### src/rtl/vspm_pkg.sv
package vspm_pkg;
  typedef struct packed {
    logic gate_en;
    logic rd_unset_ok;
    logic wr_need_drain;
    logic drain_on_rd;
  } spm_mode_t;
endpackage

### src/rtl/vspm_arb.sv
module vspm_arb #(
  parameter int NPORTS    = 2,
  parameter int SVC_PORTS = 2,
  parameter int AW        = 4
) (
  input  logic [NPORTS-1:0]    req_i,
  input  logic [NPORTS*AW-1:0] addr_i,
  output logic [NPORTS-1:0]    grant_o
);
  always_comb begin
    int  used;
    logic clash;
    used    = 0;
    grant_o = '0;
    for (int i = 0; i < NPORTS; i++) begin
      clash = 1'b0;
      for (int j = 0; j < NPORTS; j++) begin
        if (j < i && grant_o[j] && addr_i[j*AW +: AW] == addr_i[i*AW +: AW])
          clash = 1'b1;
      end
      if (req_i[i] && used < SVC_PORTS && !clash) begin
        grant_o[i] = 1'b1;
        used       = used + 1;
      end
    end
  end
endmodule

### src/rtl/vspm_gate.sv
module vspm_gate #(
  parameter int NPORTS = 2,
  parameter int DEPTH  = 16,
  parameter int AW     = 4
) (
  input  logic [NPORTS-1:0]    grant_i,
  input  logic [NPORTS-1:0]    we_i,
  input  logic [NPORTS*AW-1:0] addr_i,
  input  logic [DEPTH-1:0]     valid_i,
  input  logic                 gate_en_i,
  input  logic                 rd_unset_ok_i,
  input  logic                 wr_need_drain_i,
  output logic [NPORTS-1:0]    ok_o
);
  for (genvar p = 0; p < NPORTS; p++) begin : g_port
    logic full;
    logic allowed;
    assign full = valid_i[addr_i[p*AW +: AW]];
    always_comb begin
      if (!gate_en_i)    allowed = 1'b1;
      else if (we_i[p])  allowed = !wr_need_drain_i || !full;
      else               allowed = rd_unset_ok_i || full;
    end
    assign ok_o[p] = grant_i[p] && allowed;
  end
endmodule

### src/rtl/vspm_store.sv
module vspm_store #(
  parameter int NPORTS = 2,
  parameter int DATA_W = 32,
  parameter int DEPTH  = 16,
  parameter int AW     = 4,
  parameter int SW     = DATA_W / 8
) (
  input  logic                     clk,
  input  logic                     rst_n,
  input  logic [NPORTS-1:0]        req_i,
  input  logic [NPORTS-1:0]        ok_i,
  input  logic [NPORTS-1:0]        we_i,
  input  logic [NPORTS*AW-1:0]     addr_i,
  input  logic [NPORTS*DATA_W-1:0] wdata_i,
  input  logic [NPORTS*SW-1:0]     wstrb_i,
  input  logic                     drain_on_rd_i,
  output logic [DEPTH-1:0]         valid_o,
  output logic [NPORTS-1:0]        rsp_valid_o,
  output logic [NPORTS-1:0]        rsp_ok_o,
  output logic [NPORTS*DATA_W-1:0] rdata_o
);
  logic [DATA_W-1:0]        mem_q [DEPTH];
  logic [DATA_W-1:0]        mem_d [DEPTH];
  logic [DEPTH-1:0]         mem_en;
  logic [DEPTH-1:0]         valid_q, valid_d;
  logic [NPORTS-1:0]        rsp_valid_q, rsp_ok_q;
  logic [NPORTS*DATA_W-1:0] rdata_q, rdata_d;

  // next state: granted ports never share a word, so updates do not collide
  always_comb begin
    logic [AW-1:0] a;
    valid_d = valid_q;
    mem_en  = '0;
    rdata_d = '0;
    for (int k = 0; k < DEPTH; k++) mem_d[k] = mem_q[k];
    for (int p = 0; p < NPORTS; p++) begin
      a = addr_i[p*AW +: AW];
      if (ok_i[p]) begin
        if (we_i[p]) begin
          for (int b = 0; b < SW; b++)
            if (wstrb_i[p*SW + b])
              mem_d[a][b*8 +: 8] = wdata_i[p*DATA_W + b*8 +: 8];
          mem_en[a]  = 1'b1;
          valid_d[a] = 1'b1;
        end else begin
          rdata_d[p*DATA_W +: DATA_W] = mem_q[a];
          if (drain_on_rd_i) begin
            mem_d[a]   = '0;
            mem_en[a]  = 1'b1;
            valid_d[a] = 1'b0;
          end
        end
      end
    end
  end

  always_ff @(posedge clk) begin
    for (int k = 0; k < DEPTH; k++)
      if (mem_en[k]) mem_q[k] <= mem_d[k];
  end

  always_ff @(posedge clk or negedge rst_n) begin
    if (!rst_n) begin
      valid_q     <= '0;
      rsp_valid_q <= '0;
      rsp_ok_q    <= '0;
      rdata_q     <= '0;
    end else begin
      valid_q     <= valid_d;
      rsp_valid_q <= req_i;
      rsp_ok_q    <= ok_i;
      rdata_q     <= rdata_d;
    end
  end

  assign valid_o     = valid_q;
  assign rsp_valid_o = rsp_valid_q;
  assign rsp_ok_o    = rsp_ok_q;
  assign rdata_o     = rdata_q;
endmodule

### src/rtl/vtrack_spm.sv
module vtrack_spm #(
  parameter int NPORTS    = 2,
  parameter int SVC_PORTS = 2,
  parameter int DATA_W    = 32,
  parameter int DEPTH     = 16
) (
  input  logic                                clk,
  input  logic                                rst_n,
  input  logic                                cfg_gate_en,
  input  logic                                cfg_rd_unset_ok,
  input  logic                                cfg_wr_need_drain,
  input  logic                                cfg_drain_on_rd,
  input  logic [NPORTS-1:0]                   req_i,
  input  logic [NPORTS-1:0]                   we_i,
  input  logic [NPORTS*$clog2(DEPTH)-1:0]     addr_i,
  input  logic [NPORTS*DATA_W-1:0]            wdata_i,
  input  logic [NPORTS*(DATA_W/8)-1:0]        wstrb_i,
  output logic [NPORTS-1:0]                   rsp_valid_o,
  output logic [NPORTS-1:0]                   rsp_ok_o,
  output logic [NPORTS*DATA_W-1:0]            rdata_o
);
  import vspm_pkg::*;
  localparam int AW = $clog2(DEPTH);
  localparam int SW = DATA_W / 8;

  spm_mode_t         mode;
  logic [NPORTS-1:0] grant, ok;
  logic [DEPTH-1:0]  valid;

  assign mode = '{gate_en: cfg_gate_en, rd_unset_ok: cfg_rd_unset_ok,
                  wr_need_drain: cfg_wr_need_drain, drain_on_rd: cfg_drain_on_rd};

  vspm_arb #(.NPORTS(NPORTS), .SVC_PORTS(SVC_PORTS), .AW(AW)) u_arb (
    .req_i(req_i), .addr_i(addr_i), .grant_o(grant)
  );

  vspm_gate #(.NPORTS(NPORTS), .DEPTH(DEPTH), .AW(AW)) u_gate (
    .grant_i(grant), .we_i(we_i), .addr_i(addr_i), .valid_i(valid),
    .gate_en_i(mode.gate_en), .rd_unset_ok_i(mode.rd_unset_ok),
    .wr_need_drain_i(mode.wr_need_drain), .ok_o(ok)
  );

  vspm_store #(.NPORTS(NPORTS), .DATA_W(DATA_W), .DEPTH(DEPTH), .AW(AW), .SW(SW)) u_store (
    .clk(clk), .rst_n(rst_n), .req_i(req_i), .ok_i(ok), .we_i(we_i),
    .addr_i(addr_i), .wdata_i(wdata_i), .wstrb_i(wstrb_i),
    .drain_on_rd_i(mode.drain_on_rd), .valid_o(valid),
    .rsp_valid_o(rsp_valid_o), .rsp_ok_o(rsp_ok_o), .rdata_o(rdata_o)
  );
endmodule

### config.mk
export PLATFORM = sky130hd
export DESIGN_NAME = vtrack_spm
export DESIGN_NICKNAME = d
export VERILOG_FILES = /design/src/rtl/vspm_pkg.sv /design/src/rtl/vspm_arb.sv /design/src/rtl/vspm_gate.sv /design/src/rtl/vspm_store.sv /design/src/rtl/vtrack_spm.sv
export SDC_FILE = /design/constraint.sdc
export NUM_CORES = 2
export LEC_CHECK = 0
export ABC_CLOCK_PERIOD_IN_PS = 4800
export BUFFER_PORTS_ARGS = -buffer_cell sky130_fd_sc_hd__buf_2
export CORE_MARGIN = 8
export CORE_UTILIZATION = 30
export DETAILED_ROUTE_END_ITERATION = 10
export GPL_TIMING_DRIVEN = 0
export PLACE_DENSITY = 0.49
export SETUP_SLACK_MARGIN = 0.15
export SYNTH_ARGS = -nofsm -noshare
export SYNTH_HDL_FRONTEND = slang
export SYNTH_SLANG_ARGS = --single-unit
### constraint.sdc
create_clock -name clk -period 4.8 [get_ports clk]
set_input_delay 0 -clock clk [delete_from_list [all_inputs] [get_ports clk]]
set_output_delay 0 -clock clk [all_outputs]
set_load 0.005 [all_outputs]
; ---- Word level (Yosys, flattened, before mapping)
; Memory sizes are Yosys's and may differ from the RTL's.
; Index checks and enable logic that the tools add are counted.
[totals]
ff_bits = 84
mem_bits_rw = 512
in_bits = 90
out_inout_bits = 68
elab_cells = 163
mem_count = 1
[op_classes]
n_lt_le_gt_ge = 9
n_eq_ne = 1
mux = 118
bitwise_logic = 13
reduce_logical = 17
[memory_table]
columns = name, words, width, rd, rd_clocked_by_memory_dff, wr, line
row1 = u_store.mem_q, 16, 32, 18, 0, 16, vspm_store.sv:22  ; logic [DATA_W-1:0] mem_q [DEPTH];
[ops]
columns = cell, count
row1 = 512-bit 2-to-1 mux, 26
row2 = 512-bit bitwise mux, 8
row3 = 32-bit demux with 4-bit select, 10
row4 = 512-bit bitwise AND, 2
row5 = 512-bit NOT, 2
row6 = 32-bit 2-to-1 mux, 8
row7 = 16-bit 2-to-1 mux, 14
row8 = 24-bit 2-to-1 mux, 2
row9 = 16-bit bitwise OR, 3
row10 = 1-bit 2-to-1 mux, 44
row11 = 16-bit bitwise AND, 2
row12 = "32-bit by 3-bit less-than comparator with 1-bit output, second input constant", 1
row13 = 16-bit NOT, 2
row14 = 8-bit 2-to-1 mux, 2
row15 = "5-bit >= comparator, second input constant", 2
row16 = "4-bit by 5-bit less-than comparator with 1-bit output, second input constant", 2
row17 = "5-bit by 1-bit less-than comparator with 1-bit output, second input constant", 2
row18 = 4-bit NOT with 5-bit output, 2
row19 = 1-bit logical AND, 9
row20 = 1-bit binary-select mux with 4-bit select, 2
row21 = 1-bit demux with 4-bit select, 2
row22 = "4-bit by 1-bit >= comparator with 1-bit output, second input constant", 2
row23 = 4-bit == test, 1
row24 = 1-bit logical NOT, 4
row25 = 1-bit logical OR, 4

; ---- Depth between registers and ports, before layout
[logic_depth]
word_depth = 37
depth_mapped = 13

; ---- Hierarchy
; From an unflattened synthesis, not the netlist that was laid out.
[hier_totals]
cells_unflattened = 3499
area_unflattened_um2 = 39908.3
[modules_own_cells]
columns = mod, n_inst, cells_each, area_each_um2
row1 = vspm_store, 1, 3476, 39571.7
row2 = vspm_gate, 1, 15, 279.0
row3 = vspm_arb, 1, 8, 57.6

; ---- Least setup slack after synthesis
; OpenSTA, ideal clock, no wires.
[synth_timing]
path_kind = register to register
from = reg u_store.valid_q[11] (netlist: u_store.valid_o[11])
to = mem u_store.mem_q[14][0], enable pin
setup_time_ps = 472
arrival_ps = 4700
required_ps = 4328
slack_ps = -372
stages_incl_launch_ff = 9
cell_sequence = dfrtp_1 > mux4_2 > mux2_2 > o2bb2ai_1 > a2111o_1 > inv_2 > o21ai_1 > clkbuf_1 > o32ai_1
[synth_rtl]
columns = element, line
row1 = from (decl), vspm_store.sv:25  ; logic [DEPTH-1:0] valid_q, valid_d;
row2 = from (signal assigned), vspm_store.sv:69  ; valid_q <= valid_d;
row3 = to (decl), vspm_store.sv:22

==> impl_metrics.prom <==
# TYPE chip_impl_metric gauge
chip_impl_metric{name="tightestPinTransition",unit="ps"} 1710
chip_impl_metric{name="crit_fanout",unit=""} 10
chip_impl_info{name="run_status",value="finished, violations left"} 1
chip_impl_metric{name="drv_slew",unit=""} 89
chip_impl_metric{name="synthCells",unit=""} 3837
chip_impl_metric{name="register_to_register_setup_slack",unit="ps"} 10
chip_impl_metric{name="yosysWarnings",unit=""} 0
chip_impl_metric{name="number_of_antenna_violations_at_the_first_check_in_global_routing",unit=""} 29
chip_impl_metric{name="timing.fmax",unit="GHz"} 0.202
chip_impl_metric{name="grt_start_max_net_pins",unit=""} 45
chip_impl_metric{name="setup-violations-final",unit=""} 10
chip_impl_metric{name="area_delta_synth_final",unit="%"} 18.1
chip_impl_metric{name="total_leakage_power",unit="uW"} 0.0162
chip_impl_metric{name="dieArea",unit="um^2"} 150000
chip_impl_metric{name="placement_rows",unit=""} 136
chip_impl_info{name="tritoncts",value="yes"} 1
chip_impl_metric{name="firstDrtPassIters",unit=""} 11
chip_impl_metric{name="cts-buffers-inserted",unit=""} 79
chip_impl_metric{name="clock_insertion_delay_worst_skew",unit="ps"} 750
chip_impl_info{name="cpMaxStageDelayCell",value="sky130_fd_sc_hd__clkbuf_1"} 1
chip_impl_metric{name="path_buf_inv",unit=""} 6
chip_impl_metric{name="cts-root-to-sink-buffers",unit=""} 3
chip_impl_info{name="layout.cells.most_common",value="sky130_fd_sc_hd__edfxtp_1"} 1
chip_impl_info{name="synth_flop_cell",value="sky130_fd_sc_hd__edfxtp_1"} 1
chip_impl_metric{name="clock_sinks",unit=""} 596
chip_impl_metric{name="crit_path_largest_cell_delay",unit="ps"} 910
chip_impl_metric{name="maxCapViolations",unit=""} 12
chip_impl_metric{name="power_density",unit="nW/um^2"} 312
chip_impl_metric{name="grt_pass1_wl",unit="um"} 367000
chip_impl_metric{name="timing.final.crit_period",unit="ps"} 4960
chip_impl_metric{name="grt_pass1_vias",unit=""} 41300
chip_impl_metric{name="die_x",unit="um"} 387
chip_impl_info{name="violated_checks",value="DRC, capacitance limit, slew limit, setup timing"} 1
chip_impl_metric{name="grt_remaining_overflow",unit=""} 0
chip_impl_metric{name="cp.required",unit="ps"} 5360
chip_impl_metric{name="hold_viol",unit=""} 0
chip_impl_info{name="worst_hold_path_type",value="input port to flip-flop"} 1
chip_impl_metric{name="setup_ws",unit="ps"} -159
chip_impl_metric{name="cts.clk_slew.worst_paths",unit="ps"} 70
chip_impl_metric{name="ys_seq_elements",unit=""} 596
chip_impl_metric{name="initial_utilization",unit=""} 0.302
chip_impl_metric{name="htreeDepth",unit=""} 3
chip_impl_metric{name="floorplan.core_area",unit="um^2"} 137000
chip_impl_info{name="grt_setup_unrepaired",value="no"} 1
chip_impl_metric{name="gp_congestion",unit=""} 1.04
chip_impl_metric{name="layout.cells.non_filler",unit=""} 6045
chip_impl_info{name="path_class",value="input port to flip-flop"} 1
chip_impl_metric{name="detailedPlace.worstSlack",unit="ps"} -2750
chip_impl_metric{name="fin_nets",unit=""} 4247
chip_impl_metric{name="max-slew-margin-rel",unit=""} -0.146
chip_impl_info{name="most-common-layout-cells",value="sky130_fd_sc_hd__edfxtp_1, sky130_fd_sc_hd__o21ai_0, sky130_fd_sc_hd__a21oi_1"} 1
chip_impl_metric{name="routed_wire_length_per_instance",unit="um"} 46.0
chip_impl_metric{name="arrival",unit="ps"} 5520
chip_impl_metric{name="drive_above_1_share",unit=""} 0.195
chip_impl_metric{name="ir_drop",unit="mV"} 0.256
chip_impl_metric{name="place.detailed.instances",unit=""} 5808
chip_impl_metric{name="die_height",unit="um"} 387
chip_impl_metric{name="placed_area",unit="um^2"} 45400
chip_impl_info{name="critical_path.endpoint_type",value="flip-flop"} 1
chip_impl_info{name="crit_path_cell_trace",value="clkbuf_1, clkinv_4, nor2_2, and3_1, clkbuf_2, buf_2, buf_2, clkbuf_1, nand3_1, a22oi_1"} 1
chip_impl_metric{name="dp_hpwl",unit="um"} 202000
chip_impl_metric{name="finish.instance_area",unit="um^2"} 48900
chip_impl_metric{name="synth_cell_types",unit=""} 77
chip_impl_metric{name="skew",unit="ps"} 46.8
chip_impl_metric{name="vias_per_cell",unit=""} 7.50
chip_impl_metric{name="seq_area_frac_synth",unit=""} 0.422
chip_impl_metric{name="async_reset_ff_frac",unit=""} 0.141
chip_impl_metric{name="final_util",unit=""} 0.356
chip_impl_info{name="clk_root_buf",value="sky130_fd_sc_hd__clkbuf_16"} 1
chip_impl_metric{name="finalCritPeriodShare",unit=""} 1.03
chip_impl_metric{name="drt_drc_violations_left",unit=""} 10
chip_impl_metric{name="port-buffer-count",unit=""} 128
chip_impl_metric{name="detail_route.iter0.violations",unit=""} 9435
chip_impl_metric{name="vias",unit=""} 45400
chip_impl_metric{name="drtAntennaViolNets",unit=""} 0
chip_impl_metric{name="syn-cell-area",unit="um^2"} 41400
chip_impl_metric{name="post_synth.cell_area_avg",unit="um^2"} 10.8
chip_impl_info{name="setup.worst_path.start_class",value="input port"} 1
chip_impl_metric{name="grtUsageTotal",unit=""} 0.350
chip_impl_metric{name="number_of_flops_mapped_to_enable_cells_by_yosys",unit=""} 512
chip_impl_metric{name="synth_fp_nets",unit=""} 3927
chip_impl_info{name="crit_family",value="buffers and inverters"} 1
chip_impl_metric{name="floorplan.io_pins",unit=""} 158
chip_impl_metric{name="drt_wl_total",unit="um"} 278000
[per-layer routing]
layer / part of all wire / track usage / wire length [um] / vias to the layer above
li1: - / - / - / 16500
met1: 0.36 / 0.442 / 100000 / 22900
met2: 0.40 / 0.486 / 111000 / 4839
met3: 0.16 / 0.148 / 44000 / 1102
met4: 0.082 / 0.229 / 22900 / 12
met5: 0.00028 / 0 / 77 / -
[sequential cells by signal, indices dropped and copies added, names as in the netlist]
| name | count |
|---|---|
| u_store.mem_q | 512 |
| u_store.rdata_o | 64 |
| u_store.rsp_ok_o | 2 |
| u_store.rsp_valid_o | 2 |
| u_store.valid_o | 16 |
[cell usage after synthesis (all sizes together) (10+ instances only)]
cell	number	area (um^2)
buf	155	706
a22oi	155	1200
nor3	27	175
a221o	18	180
or3	15	93.8
dfrtp	84	2100
a21oi	405	2030
nor2b	57	357
o21ai	488	2440
a22o	23	201
o22ai	68	425
a21o	10	75.1
nand2	301	1130
nand3	67	335
and3	81	507
a222oi	18	180
mux4	324	7300
a31oi	33	206
a221oi	327	2890
nor2	141	574
nand2b	44	275
edfxtp	512	15400
clkbuf	264	991
and2	56	353
a32oi	43	377
inv	24	90.1
[worst reg2reg max path: stages, from the launching register on]
cell and delay [ps]:
sky130_fd_sc_hd__dfrtp_1 500, sky130_fd_sc_hd__mux2i_1 220, sky130_fd_sc_hd__a22oi_2 150, sky130_fd_sc_hd__nand3_1 220, sky130_fd_sc_hd__and3_1 540, sky130_fd_sc_hd__clkbuf_2 510
sky130_fd_sc_hd__buf_2 650, sky130_fd_sc_hd__buf_2 500, sky130_fd_sc_hd__clkbuf_1 910, sky130_fd_sc_hd__nand3_1 160, sky130_fd_sc_hd__a22oi_1 250
[what timing repair did]
| action | CTS | global route |
|---|---|---|
| pin swaps | 9 | 1 |
| hold buffers | 42 | 0 |
| cloned | 0 | 0 |
| resized for setup | 10 | 10 |
| endpoints found under the hold margin | 181 | 0 |
| setup endpoints to repair | 834 | 229 |
| buffers inserted | 17 | 2 |
[final cells by class]
| class | instances | area (um^2) |
|---|---|---|
| fill | 13900 | 88300 |
| timing repair buffer | 240 | 2160 |
| antenna | 29 | 72.6 |
| tap | 1794 | 2240 |
| clock buffer | 127 | 2410 |
| inverter | 25 | 100 |
| sequential | 596 | 17500 |
| multi-input combinational | 2797 | 22500 |
| clock inverter | 19 | 186 |
| buffer | 418 | 1720 |
[metrics by stage]
stage	setup TNS, ps	power, uW	hold WS, ps
after floorplan	-24950	7370	-296
after global placement	-2850840	8740	152
after detailed placement	-1375700	8810	-18.0
after CTS	0	15000	13.1
after global routing	0	15400	35.7
final	-1140	15300	35.2
[path summary, 6_finish.rpt]
kind / start / to / cells past startpoint
hold reg to reg: u_store.mem_q[5][5]$_DFFE_PP_ / u_store.mem_q[5][5]$_DFFE_PP_ / 1
min in group asynchronous: rst_n / u_store.rdata_o[13]$_DFF_PN0_ / 4
max in group asynchronous: rst_n / u_store.rdata_o[62]$_DFF_PN0_ / 4
hold / removal: wdata_i[44] / u_store.mem_q[12][12]$_DFFE_PP_ / 4
setup reg to reg: u_store.valid_o[2]$_DFF_PN0_ / u_store.mem_q[6][28]$_DFFE_PP_ / 10
setup / recovery: we_i[0] / u_store.mem_q[6][28]$_DFFE_PP_ / 10
[where the power goes]
part	switching (uW)	internal [uW]
logic	2140	876
clock network	2700	3590
registers	149	5800
[cells by family (layout without fill, tap and decap cells)]
logic type / Yosys count / in the layout / synth area share
mux: 334 / 334 / 0.179
other cells: 0 / 29 / 0
buf+inv: 444 / 829 / 0.0433
compound gates: 1643 / 1643 / 0.258
xor+xnor: 4 / 4 / 0.000846
flops: 596 / 596 / 0.422
simple gates: 816 / 816 / 0.0966
(Power assumes the default switching activity.)
